**src/rtl/fcd_pkg.sv**
```systemverilog
package fcd_pkg;

  typedef enum logic [1:0] {
    CS_IDLE     = 2'd0,
    CS_BUSY     = 2'd1,
    CS_BLKERASE = 2'd2,
    CS_SUSPEND  = 2'd3
  } ctrl_state_e;

  typedef enum logic [1:0] {
    RM_ARRAY   = 2'd0,
    RM_AUTOSEL = 2'd1,
    RM_STATUS  = 2'd2
  } read_mode_e;

  typedef struct packed {
    logic latchProg;
    logic maskLoad;
    logic maskAdd;
    logic winFlush;
    logic winCancel;
  } dp_strobe_t;

  localparam int CMD_AW = 11;
  localparam logic [CMD_AW-1:0] UNLOCK_A1 = 11'h555;
  localparam logic [CMD_AW-1:0] UNLOCK_A2 = 11'h2AA;

  localparam logic [7:0] D_KEY1    = 8'hAA;
  localparam logic [7:0] D_KEY2    = 8'h55;
  localparam logic [7:0] D_IDENT   = 8'h90;
  localparam logic [7:0] D_PROG    = 8'hA0;
  localparam logic [7:0] D_BYPASS  = 8'h20;
  localparam logic [7:0] D_ERASE   = 8'h80;
  localparam logic [7:0] D_CHIP    = 8'h10;
  localparam logic [7:0] D_BLOCK   = 8'h30;
  localparam logic [7:0] D_SUSPEND = 8'hB0;
  localparam logic [7:0] D_RESET   = 8'hF0;
  localparam logic [7:0] D_BPEXIT  = 8'h00;

  localparam logic [7:0] MFR_CODE = 8'h20;
  localparam logic [7:0] DEV_CODE = 8'hE2;

endpackage

```
**src/rtl/fcd_dpath.sv**
```systemverilog
module fcd_dpath
  import fcd_pkg::*;
#(
  parameter int ADDR_W     = 19,
  parameter int BLK_W      = 3,
  parameter int WINDOW_CYC = 64
) (
  input  logic                  clk,
  input  logic                  rst_n,
  input  dp_strobe_t            strobe,
  input  logic [ADDR_W-1:0]     wrAddr,
  input  logic [7:0]            wrData,
  input  logic [ADDR_W-1:0]     rdAddr,
  input  logic [(1<<BLK_W)-1:0] protMask,
  output logic [ADDR_W-1:0]     progAddr,
  output logic [7:0]            progData,
  output logic [(1<<BLK_W)-1:0] eraseMask,
  output logic                  winOpen,
  output logic                  winExpire,
  output logic                  wrProtected,
  output logic [7:0]            idData
);

  localparam int NUM_BLK = 1 << BLK_W;
  localparam int CNT_W   = $clog2(WINDOW_CYC + 1);

  logic [BLK_W-1:0]   wrBlk;
  logic [BLK_W-1:0]   rdBlk;
  logic [NUM_BLK-1:0] wrBlkHot;
  logic [CNT_W-1:0]   winCnt;
  logic               unusedRdBits;

  assign wrBlk = wrAddr[ADDR_W-1 -: BLK_W];
  assign rdBlk = rdAddr[ADDR_W-1 -: BLK_W];
  assign unusedRdBits = ^rdAddr[ADDR_W-BLK_W-1:2];

  for (genvar g = 0; g < NUM_BLK; g++) begin : g_blkDec
    assign wrBlkHot[g] = (wrBlk == BLK_W'(g));
  end

  assign wrProtected = |(wrBlkHot & protMask);

  // program target latch
  always_ff @(posedge clk or negedge rst_n) begin
    if (!rst_n) begin
      progAddr <= '0;
      progData <= '0;
    end else if (strobe.latchProg) begin
      progAddr <= wrAddr;
      progData <= wrData;
    end
  end

  // block selection mask
  always_ff @(posedge clk or negedge rst_n) begin
    if (!rst_n) begin
      eraseMask <= '0;
    end else if (strobe.maskLoad) begin
      eraseMask <= wrBlkHot;
    end else if (strobe.maskAdd) begin
      eraseMask <= eraseMask | wrBlkHot;
    end
  end

  // selection window timer
  always_ff @(posedge clk or negedge rst_n) begin
    if (!rst_n) begin
      winOpen   <= 1'b0;
      winCnt    <= '0;
      winExpire <= 1'b0;
    end else begin
      winExpire <= 1'b0;
      if (strobe.maskLoad || strobe.maskAdd) begin
        winOpen <= 1'b1;
        winCnt  <= CNT_W'(WINDOW_CYC - 1);
      end else if (winOpen) begin
        if (strobe.winCancel) begin
          winOpen <= 1'b0;
        end else if (strobe.winFlush || winCnt == '0) begin
          winOpen   <= 1'b0;
          winExpire <= 1'b1;
        end else begin
          winCnt <= winCnt - 1'b1;
        end
      end
    end
  end

  // identification data
  always_comb begin
    case (rdAddr[1:0])
      2'b00:   idData = MFR_CODE;
      2'b01:   idData = DEV_CODE;
      2'b10:   idData = {7'd0, protMask[rdBlk]};
      default: idData = 8'h00;
    endcase
  end


  expire_after_open_chk: assert property (@(posedge clk) disable iff (!rst_n)
    winExpire |-> $past(winOpen));


  mask_nonzero_chk: assert property (@(posedge clk) disable iff (!rst_n)
    winExpire |-> (eraseMask != '0));

endmodule

```
**src/rtl/fcd_ctrl.sv**
```systemverilog
module fcd_ctrl
  import fcd_pkg::*;
(
  input  logic              clk,
  input  logic              rst_n,
  input  logic              wrEn,
  input  logic [CMD_AW-1:0] cmdAddr,
  input  logic [7:0]        wrData,
  input  ctrl_state_e       ctrlState,
  input  logic              ctrlError,
  input  logic              winOpen,
  input  logic              wrProtected,
  output dp_strobe_t        strobe,
  output logic              reqReset,
  output logic              reqProgram,
  output logic              reqChipErase,
  output logic              reqSuspend,
  output logic              reqResume,
  output logic              bypassMode,
  output logic              autoselMode
);

  typedef enum logic [3:0] {
    SQ_IDLE, SQ_U1, SQ_U2, SQ_PROG, SQ_E1, SQ_E2, SQ_E3, SQ_BPROG, SQ_BEXIT
  } seq_e;

  seq_e seqQ, seqNext;
  logic bypassQ, bypassNext;
  logic autoselQ, autoselNext;
  logic rstN, progN, chipN, susN, resN;
  logic isA1, isA2, eraseOk;

  assign isA1    = (cmdAddr == UNLOCK_A1);
  assign isA2    = (cmdAddr == UNLOCK_A2);
  assign eraseOk = (ctrlState == CS_IDLE);

  always_comb begin
    seqNext     = seqQ;
    bypassNext  = bypassQ;
    autoselNext = autoselQ;
    strobe      = '0;
    rstN = 1'b0; progN = 1'b0; chipN = 1'b0; susN = 1'b0; resN = 1'b0;
    if (wrEn) begin
      if (ctrlError) begin
        if (wrData == D_RESET) begin
          rstN        = 1'b1;
          autoselNext = 1'b0;
          seqNext     = SQ_IDLE;
        end
      end else begin
        case (ctrlState)
          CS_BUSY: ;
          CS_BLKERASE: begin
            if (wrData == D_SUSPEND)    susN = 1'b1;
            else if (wrData == D_RESET) rstN = 1'b1;
          end
          default: begin
            if (winOpen) begin
              if (wrData == D_BLOCK) begin
                strobe.maskAdd = 1'b1;
              end else if (wrData == D_SUSPEND) begin
                strobe.winFlush = 1'b1;
                susN            = 1'b1;
              end else if (wrData == D_RESET) begin
                strobe.winCancel = 1'b1;
                rstN             = 1'b1;
              end
            end else if (ctrlState == CS_SUSPEND && seqQ == SQ_IDLE &&
                         !bypassQ && wrData == D_BLOCK) begin
              resN = 1'b1;
            end else if (bypassQ) begin
              seqNext = SQ_IDLE;
              case (seqQ)
                SQ_IDLE: begin
                  if (wrData == D_PROG)       seqNext = SQ_BPROG;
                  else if (wrData == D_IDENT) seqNext = SQ_BEXIT;
                end
                SQ_BPROG: begin
                  if (!wrProtected) begin
                    strobe.latchProg = 1'b1;
                    progN            = 1'b1;
                  end
                end
                SQ_BEXIT: begin
                  if (wrData == D_BPEXIT) bypassNext = 1'b0;
                end
                default: ;
              endcase
            end else begin
              seqNext = SQ_IDLE;
              case (seqQ)
                SQ_IDLE: begin
                  if (wrData == D_RESET) begin
                    rstN        = 1'b1;
                    autoselNext = 1'b0;
                  end else if (wrData == D_KEY1 && isA1) begin
                    seqNext = SQ_U1;
                  end else begin
                    autoselNext = 1'b0;
                  end
                end
                SQ_U1: begin
                  if (wrData == D_KEY2 && isA2) seqNext = SQ_U2;
                  else autoselNext = 1'b0;
                end
                SQ_U2: begin
                  if (wrData == D_RESET) begin
                    rstN        = 1'b1;
                    autoselNext = 1'b0;
                  end else if (isA1 && wrData == D_IDENT) begin
                    autoselNext = 1'b1;
                  end else if (isA1 && wrData == D_PROG) begin
                    seqNext = SQ_PROG;
                  end else if (isA1 && wrData == D_BYPASS) begin
                    bypassNext  = 1'b1;
                    autoselNext = 1'b0;
                  end else if (isA1 && wrData == D_ERASE && eraseOk) begin
                    seqNext = SQ_E1;
                  end else begin
                    autoselNext = 1'b0;
                  end
                end
                SQ_PROG: begin
                  autoselNext = 1'b0;
                  if (!wrProtected) begin
                    strobe.latchProg = 1'b1;
                    progN            = 1'b1;
                  end
                end
                SQ_E1: begin
                  if (wrData == D_KEY1 && isA1) seqNext = SQ_E2;
                  else autoselNext = 1'b0;
                end
                SQ_E2: begin
                  if (wrData == D_KEY2 && isA2) seqNext = SQ_E3;
                  else autoselNext = 1'b0;
                end
                SQ_E3: begin
                  autoselNext = 1'b0;
                  if (wrData == D_CHIP && isA1) chipN = 1'b1;
                  else if (wrData == D_BLOCK)   strobe.maskLoad = 1'b1;
                end
                default: autoselNext = 1'b0;
              endcase
            end
          end
        endcase
      end
    end
  end

  always_ff @(posedge clk or negedge rst_n) begin
    if (!rst_n) begin
      seqQ         <= SQ_IDLE;
      bypassQ      <= 1'b0;
      autoselQ     <= 1'b0;
      reqReset     <= 1'b0;
      reqProgram   <= 1'b0;
      reqChipErase <= 1'b0;
      reqSuspend   <= 1'b0;
      reqResume    <= 1'b0;
    end else begin
      seqQ         <= seqNext;
      bypassQ      <= bypassNext;
      autoselQ     <= autoselNext;
      reqReset     <= rstN;
      reqProgram   <= progN;
      reqChipErase <= chipN;
      reqSuspend   <= susN;
      reqResume    <= resN;
    end
  end

  assign bypassMode  = bypassQ;
  assign autoselMode = autoselQ;


  single_request_chk: assert property (@(posedge clk) disable iff (!rst_n)
    $onehot0({reqReset, reqProgram, reqChipErase, reqSuspend, reqResume}));


  busy_quiet_chk: assert property (@(posedge clk) disable iff (!rst_n)
    (ctrlState == CS_BUSY && !ctrlError) |=>
      !(reqReset || reqProgram || reqChipErase || reqSuspend || reqResume));


  blk_erase_filter_chk: assert property (@(posedge clk) disable iff (!rst_n)
    (ctrlState == CS_BLKERASE) |=> !(reqProgram || reqChipErase || reqResume));


  bypass_no_chip_chk: assert property (@(posedge clk) disable iff (!rst_n)
    reqChipErase |-> !$past(bypassQ));


  error_reset_only_chk: assert property (@(posedge clk) disable iff (!rst_n)
    ctrlError |=> !(reqProgram || reqChipErase || reqSuspend || reqResume));

endmodule

```
**src/rtl/flash_cmd_decoder.sv**
```systemverilog
module flash_cmd_decoder
  import fcd_pkg::*;
#(
  parameter int ADDR_W     = 19,
  parameter int BLK_W      = 3,
  parameter int WINDOW_CYC = 64
) (
  input  logic                  clk,
  input  logic                  rst_n,
  input  logic                  wrEn,
  input  logic [ADDR_W-1:0]     wrAddr,
  input  logic [7:0]            wrData,
  input  logic [1:0]            ctrlState,
  input  logic                  ctrlError,
  input  logic [(1<<BLK_W)-1:0] protMask,
  input  logic [ADDR_W-1:0]     rdAddr,
  output logic                  reqReset,
  output logic                  reqProgram,
  output logic [ADDR_W-1:0]     progAddr,
  output logic [7:0]            progData,
  output logic                  reqChipErase,
  output logic                  reqBlockErase,
  output logic [(1<<BLK_W)-1:0] eraseMask,
  output logic                  reqSuspend,
  output logic                  reqResume,
  output logic                  bypassMode,
  output logic [1:0]            readMode,
  output logic [7:0]            idData
);

  dp_strobe_t  strobe;
  ctrl_state_e ctrlStateE;
  logic        winOpen;
  logic        wrProtected;
  logic        autoselMode;

  assign ctrlStateE = ctrl_state_e'(ctrlState);

  fcd_ctrl u_ctrl (
    .clk         (clk),
    .rst_n       (rst_n),
    .wrEn        (wrEn),
    .cmdAddr     (wrAddr[CMD_AW-1:0]),
    .wrData      (wrData),
    .ctrlState   (ctrlStateE),
    .ctrlError   (ctrlError),
    .winOpen     (winOpen),
    .wrProtected (wrProtected),
    .strobe      (strobe),
    .reqReset    (reqReset),
    .reqProgram  (reqProgram),
    .reqChipErase(reqChipErase),
    .reqSuspend  (reqSuspend),
    .reqResume   (reqResume),
    .bypassMode  (bypassMode),
    .autoselMode (autoselMode)
  );

  fcd_dpath #(
    .ADDR_W    (ADDR_W),
    .BLK_W     (BLK_W),
    .WINDOW_CYC(WINDOW_CYC)
  ) u_dpath (
    .clk        (clk),
    .rst_n      (rst_n),
    .strobe     (strobe),
    .wrAddr     (wrAddr),
    .wrData     (wrData),
    .rdAddr     (rdAddr),
    .protMask   (protMask),
    .progAddr   (progAddr),
    .progData   (progData),
    .eraseMask  (eraseMask),
    .winOpen    (winOpen),
    .winExpire  (reqBlockErase),
    .wrProtected(wrProtected),
    .idData     (idData)
  );

  always_comb begin
    if (ctrlError || ctrlStateE == CS_BUSY || ctrlStateE == CS_BLKERASE || winOpen)
      readMode = RM_STATUS;
    else if (autoselMode)
      readMode = RM_AUTOSEL;
    else
      readMode = RM_ARRAY;
  end

endmodule

```
**config.mk**
```make
export PLATFORM = sky130hd
export DESIGN_NAME = flash_cmd_decoder
export DESIGN_NICKNAME = d
export VERILOG_FILES = /design/src/rtl/fcd_pkg.sv /design/src/rtl/fcd_dpath.sv /design/src/rtl/fcd_ctrl.sv /design/src/rtl/flash_cmd_decoder.sv
export SDC_FILE = /design/constraint.sdc
export NUM_CORES = 1
export LEC_CHECK = 0
export BUFFER_PORTS_ARGS = -buffer_cell sky130_fd_sc_hd__buf_2
export CAP_MARGIN = 25
export CORE_ASPECT_RATIO = 0.5
export CORE_MARGIN = 2
export CORE_UTILIZATION = 49
export DETAILED_ROUTE_END_ITERATION = 7
export PLACE_DENSITY_LB_ADDON = 0.25
export SLEW_MARGIN = 0
export SYNTH_ARGS = -nofsm -noshare
export SYNTH_HDL_FRONTEND = slang
export SYNTH_SLANG_ARGS = --single-unit
```
**constraint.sdc**
```tcl
create_clock -name clk -period 2.49 [get_ports clk]
set_input_delay 0.3735 -clock clk [delete_from_list [all_inputs] [get_ports clk]]
set_output_delay 0.3735 -clock clk [all_outputs]
set_load 0.02 [all_outputs]
```
==> implementation parameters, run 1 <==
Parameter                              Value

Status
  Run status    finished clean

Timing
  Final Hold Slack    212.0 ps
  Count of final max-slew check failures    0
  Fraction of the cycle the final worst path needs    0.8700
  Final hold violations    0
  Setup tns final    0 ps
  Count of endpoints failing setup in the final report    0
  Skew final    4.454 ps
  Final worst path period need    2166 ps
  Achievable frequency    461.6 MHz
  Tightest Pin Transition    693.8 ps
  RSZ-0062 raised after global routing    no
  Worst slew margin    0.5375
  Least setup slack across all paths after layout    323.7 ps

Die
  Die span in y    58.30 um
  I/O pin total    112
  Placement Rows    19
  Starting Density    0.5171
  Horizontal extent of the die    112.6 um
  Die Area    0.006563 mm^2
  Core region area    0.005587 mm^2

Power and ir drop
  Switching Share    0.2162
  Sequential group share of total power    0.457
  Switching power summed over all nets    422.5 uW
  Leakage Power    1.911 nW
  Power share of the clock group    0.462
  Combinational share of power    0.081
  Largest vdd supply drop    0.4120 mV
  Power Total    1.955 mW
  Cell Int Power    1.532 mW
  Power Density    539.6 mW/mm^2

Yosys
  Area of the mapped netlist    0.002889 mm^2
  Synthesized area divided by synthesized cell count    10.90 um^2
  Synthesized netlist cell count    265
  Number of register bits inferred by synthesis    55
  Cell type with the largest total area after synthesis    dfrtp_1
  Sequential-to-total area share from yosys stat    0.4764
  Count of cell types in the netlist    56
  Post-synthesis async set-or-reset flop share    1.000
  Top cells by area, synth    dfrtp_1 48%, mux2_2 11%, nor2_1 2.7%
  Number of enable-type register cells in the synthesized netlist    0
  Post-synth top area share    0.4764
  Synth Flop Type    dfrtp_1
  Warning count from the yosys run    0

Worst setup path
  Worst-path fanout max    4
  Worst setup path category    input pin to register
  Arrival time at the worst endpoint    2340 ps
  Critical path data required time    2670 ps
  Kind of end point of the critical path    register
  CP Launch Type    input pin

Route
  Via-per-instance ratio    5.605
  Residual antenna-violating net count after detailed routing    0
  Remaining design rule violation count    0
  Wire length reported by the detailed router    6828 um
  Number of detailed-routing iterations run before antenna repair    4
  Avg WL per Cell    15.70 um
  Drt initial violations    152
  Total via count after detailed routing    2438

CTS
  Insertion delay of the later-clocked pin in the worst-skew pair    290 ps
  Post-CTS setup buffer count    0
  Cts bufs inserted    5
  CTS resizes    0
  Number of clock sinks seen by CTS    55
  Longest Clk Path Bufs    2
  Clock transition at path regs    70 ps
  Root cell of the clock tree    clkbuf_16
  Clock tree from TritonCTS    yes
  Hold_buf cts    0
  Number of H-tree levels    2

Job
  Number of maximum-capacitance constraint violations    0

Hold path
  Worst min-delay path class    input pin to async pin

Layout
  Number of antenna cells inserted    0
  Final standard cell count with taps included and fillers excluded    435
  Proportion of layout cells with a drive suffix above 1    0.4033
  Final standard cell area without fillers    0.003622 mm^2
  Post-layout net count    427
  Growth of design area from synthesis to finish    25.38%
  Final Util    0.6484

Place
  Final RePlAce weighted congestion    0.8620
  Pre-CTS setup slack    16.88 ps
  Port Buffer Count    94
  Placed inst area    0.003430 mm^2
  Detailed placement HPWL    5086 um
  Post-placement cell count    427

Global routing
  Total global routing track utilization    0.2113
  Pin count of the biggest net entering global routing    56
  Number of global-route vias before repair    2299
  Remaining Overflow, GRT    0
  First-pass GRT wire length    11030 um
  Antenna violations before repair    0
-- registers in the layout (all words and copies together) (netlist names) --
register / flops
u_dpath.progAddr: 19
u_dpath.winOpen: 1
u_dpath.winExpire: 1
u_ctrl.reqProgram: 1
u_ctrl.seqQ: 4
u_ctrl.reqSuspend: 1
u_dpath.winCnt: 7
u_ctrl.reqResume: 1
u_dpath.progData: 8
u_ctrl.autoselMode: 1
u_ctrl.reqChipErase: 1
u_dpath.eraseMask: 8
u_ctrl.bypassMode: 1
u_ctrl.reqReset: 1
-- cells in the mapped netlist, types with 2 or more instances --
cell type,n
a21oi_1,5
a221oi_1,2
a22o_1,3
a31oi_1,3
a32o_1,4
and3_1,3
buf_2,2
buf_4,7
clkbuf_1,6
dfrtp_1,55
ha_1,6
inv_1,9
mux2_2,27
mux2i_1,3
mux4_2,2
nand2_1,16
nand2b_1,6
nand3_1,7
nand4_1,6
nand4b_1,2
nor2_1,21
nor2b_1,6
nor3_1,10
nor3b_1,3
nor4_1,7
nor4b_1,2
o21ai_0,6
o31ai_1,2
o41ai_1,2
or3_1,2
or4_1,2
xor2_1,4
-- metal layers --
layer,up-vias,part of all wire,wire length [um],track usage
li1,1164,-,-,-
met1,1180,0.46,3125,0.2959
met2,88,0.46,3161,0.3490
met3,6,0.073,500,0.04531
met4,0,0.0060,41,0.04355
met5,-,0,0,0
-- power groups by stage --
| stage | clock [mW] | sequential [mW] | combinational, mW |
|---|---|---|---|
| global route | 0.949 | 0.892 | 0.177 |
| floorplan | 0 | 0.910 | 0.0736 |
| global placement | 0 | 0.910 | 0.155 |
| finish | 0.903 | 0.892 | 0.159 |
| CTS | 0.912 | 0.892 | 0.160 |
| detailed placement | 0 | 0.910 | 0.160 |
-- logic make-up (layout without fill, tap and decap cells) --
family / after synthesis / after routing / share of synthesized area
flops: 55 / 55 / 0.4764
compound gates: 38 / 38 / 0.1013
other cells: 1 / 3 / 0.001298
simple gates: 103 / 103 / 0.2036
mux: 32 / 32 / 0.1312
fa+ha+maj: 6 / 6 / 0.02598
xor+xnor: 5 / 5 / 0.01516
buf+inv: 25 / 120 / 0.04504
-- final cells by class --
cell class / instances / area [um^2]
Timing Repair Buffer: 103 / 538.0
Sequential cell: 55 / 1376
Clock inverter: 3 / 67.56
Inverter: 9 / 33.78
Multi-Input combinational cell: 187 / 1390
Clock buffer: 5 / 125.1
Tap cell: 73 / 91.34
Fill cell: 448 / 1964
-- final timing paths --
path                       slack [ps]                  from  depth (start not counted)                   end
setup / recovery                  320          ctrlState[0]                          8    u_ctrl.autoselMode
hold / removal                    210                 rst_n                          2     u_dpath.winCnt[2]
setup reg to reg                  330        u_ctrl.seqQ[2]                          5   u_dpath.progData[2]
hold reg to reg                   500  u_dpath.eraseMask[3]                          1  u_dpath.eraseMask[3]
max in group asynchronous        1820                 rst_n                          2   u_dpath.progAddr[3]
min in group clk                  310            wrAddr[12]                          2  u_dpath.progAddr[12]
-- cell usage in the layout, fill, tap and decap left out, types with 4 or more instances in the layout --
cell,instances
nand2_1,16
o21ai_0,6
xor2_1,4
nor3_1,10
dfrtp_1,55
inv_1,9
buf_4,9
mux2_2,27
nand4_1,6
nor4_1,7
nand2b_1,6
nor2b_1,6
nand3_1,7
a32o_1,4
a21oi_1,5
buf_2,94
ha_1,6
nor2_1,21
clkbuf_16,5
-- worst max-delay path, stage by stage --
cell and delay, ps:
buf_2 100, inv_1 60, ha_1 340, or3_1 410, a41oi_2 190, or3b_1 390, and3_2 220, a311o_1 260
Power figures use the tool's default switching activity.
==> run 2, diff against run 1 <==
Settings changed: BUFFER_PORTS_ARGS -buffer_cell sky130_fd_sc_hd__buf_2 to not set, CORE_UTILIZATION 49 to 50, DONT_BUFFER_PORTS set to 1.
==> run 2 against run 1 <==
  * First-iteration DRC count is 11% lower
  * Cell area is 14% lower
  * Largest power group is now registers
  * Worst hold slack worse by 3.6 ps
  * Routed wire length is 4.5% lower
  * Worst setup slack better by 19 ps
  * Clock skew is 2.7 ps higher
  * Critical path depth is 6 lower
  * Cell count is 22% lower
  * Maximum frequency is 0.91% higher
  * Critical path type is now register to output pin
  * Highest routed layer unchanged
  * Clock power is 23% lower
==> implementation parameters, run 2 (synthesized netlist as in run 1, its figures left out) <==
Parameter                              Value

Status
  Run status    finished clean

Place
  Final RePlAce weighted congestion    0.8796
  Detailed placement HPWL    4890 um
  Port Buffer Count    0

Timing
  Tightest Pin Transition    701.6 ps
  Achievable frequency    465.8 MHz
  Setup tns final    0 ps
  Final worst path period need    2147 ps
  RSZ-0062 raised after global routing    no
  Worst slew margin    0.5323
  Final Hold Slack    208.4 ps
  Skew final    7.164 ps
  Count of endpoints failing setup in the final report    0
  Fraction of the cycle the final worst path needs    0.8622
  Final hold violations    0
  Count of final max-slew check failures    0

CTS
  Hold_buf cts    2
  CTS resizes    0
  Clock transition at path regs    70 ps
  Cts bufs inserted    5
  Longest Clk Path Bufs    2
  Root cell of the clock tree    clkbuf_16
  Post-CTS setup buffer count    0
  Number of H-tree levels    2
  Insertion delay of the later-clocked pin in the worst-skew pair    290 ps
  Clock tree from TritonCTS    yes
  Number of clock sinks seen by CTS    55

Layout
  Fill cell instance count of the final layout    476
  Proportion of layout cells with a drive suffix above 1    0.1903
  Growth of design area from synthesis to finish    8.185%
  Leading cell type in the layout, fill and taps excluded    dfrtp_1
  Top Registers    u_dpath.progAddr x19, u_dpath.eraseMask x8, u_dpath.progData x8
  Post-layout net count    333
  Most flop-heavy register    u_dpath.progAddr
  Leading cell types in the layout, fill and taps excluded    55 x dfrtp_1, 27 x mux2_2, 21 x nor2_1
  Flip-flop count of the largest register, all copies and words added    19
  Number of antenna cells inserted    0

Global routing
  Remaining Overflow, GRT    0
  Number of global-route vias before repair    2143
  First-pass GRT wire length    10520 um
  Pin count of the biggest net entering global routing    56
  Total global routing track utilization    0.2063
  Antenna violations before repair    0

Route
  Via-per-instance ratio    6.150
  Total via count after detailed routing    2097
  Number of detailed-routing iterations run before antenna repair    4
  Residual antenna-violating net count after detailed routing    0
  Remaining design rule violation count    0
  Wire length reported by the detailed router    6522 um
  Drt initial violations    136
  Avg WL per Cell    19.13 um

Worst setup path
  CP Launch Type    register
  Worst setup path category    register to output pin
  CP Launch Point    u_dpath.winOpen
  Kind of end point of the critical path    output pin
  Start of the worst register-to-register path    u_ctrl.seqQ[1]
  Worst-path fanout max    7
  Arrival time at the worst endpoint    1770 ps
  Critical path data required time    2120 ps
  Setup slack of the most critical reg-to-reg path    350 ps

Die
  Die span in y    57.75 um
  Placement Rows    19
  Starting Density    0.5216
  Die Area    0.006439 mm^2
  Horizontal extent of the die    111.5 um
  I/O pin total    112
  Core region area    0.005539 mm^2

Power and ir drop
  Leakage Power    1.461 nW
  Largest vdd supply drop    0.2762 mV
  Power Density    537.2 mW/mm^2

Hold path
  Worst hold path startpoint    wrEn
  Worst min-delay path class    input pin to register

Job
  Number of maximum-capacitance constraint violations    0
run 2: layer usage:
metal	GRT usage	vias up	routed length (um)
met5	0	-	0
met4	0.04409	0	60
met3	0.06485	6	522
met2	0.3328	76	3073
met1	0.2810	1045	2865
li1	-	970	-
run 2: stage by stage:
| stage | std cells | total power, mW | instance area [um^2] | utilization | worst slack [ps] |
|---|---|---|---|---|---|
| 3_3_place_gp | 331 | 0.9815 | 2944 | 0.5315 | 70.63 |
| 4_1_cts | 341 | 1.691 | 3126 | 0.5643 | 315.2 |
| 5_1_grt | 341 | 1.725 | 3126 | 0.5643 | 110.7 |
| 6_report | 341 | 1.679 | 3126 | 0.5643 | 343.2 |
| 3_5_place_dp | 331 | 0.9827 | 2944 | 0.5315 | 30.27 |
| 2_1_floorplan | 267 | 0.9840 | 2897 | - | 69.73 |
run 2: final timing paths:
kind / endpoint / cells after the start
min: u_ctrl.reqReset / 2
max in group asynchronous: u_ctrl.autoselMode / 2
max reg2reg: u_dpath.progData[5] / 5
min reg2reg: u_dpath.winCnt[5] / 2
min in group asynchronous: u_dpath.winCnt[0] / 2
max: readMode[0] / 2
run 2: critical path: stages, from the launching register on:
cell     delay, ps
dfrtp_1        440
or4_1          680
nor2_1         360
run 2: where the power goes:
part	switching (mW)	internal (mW)	leakage, nW
Sequential	0.0000547	0.893	0.764
Clock	0.318	0.373	0.0740
Combinational	0.0576	0.0376	0.623
Total	0.376	1.30	1.46
run 2: cell type report:
cell class              instances  area [um^2]  share of cell area
clock buffers                   5        125.1             0.04003
repair buffers                  9        90.09             0.02882
well taps                      73        91.34             0.02922
clock inverters                 3        18.77            0.006005
flip-flops and latches         55         1376              0.4404
inverters                       9        33.78             0.01081
multi-input cells             187         1390              0.4448
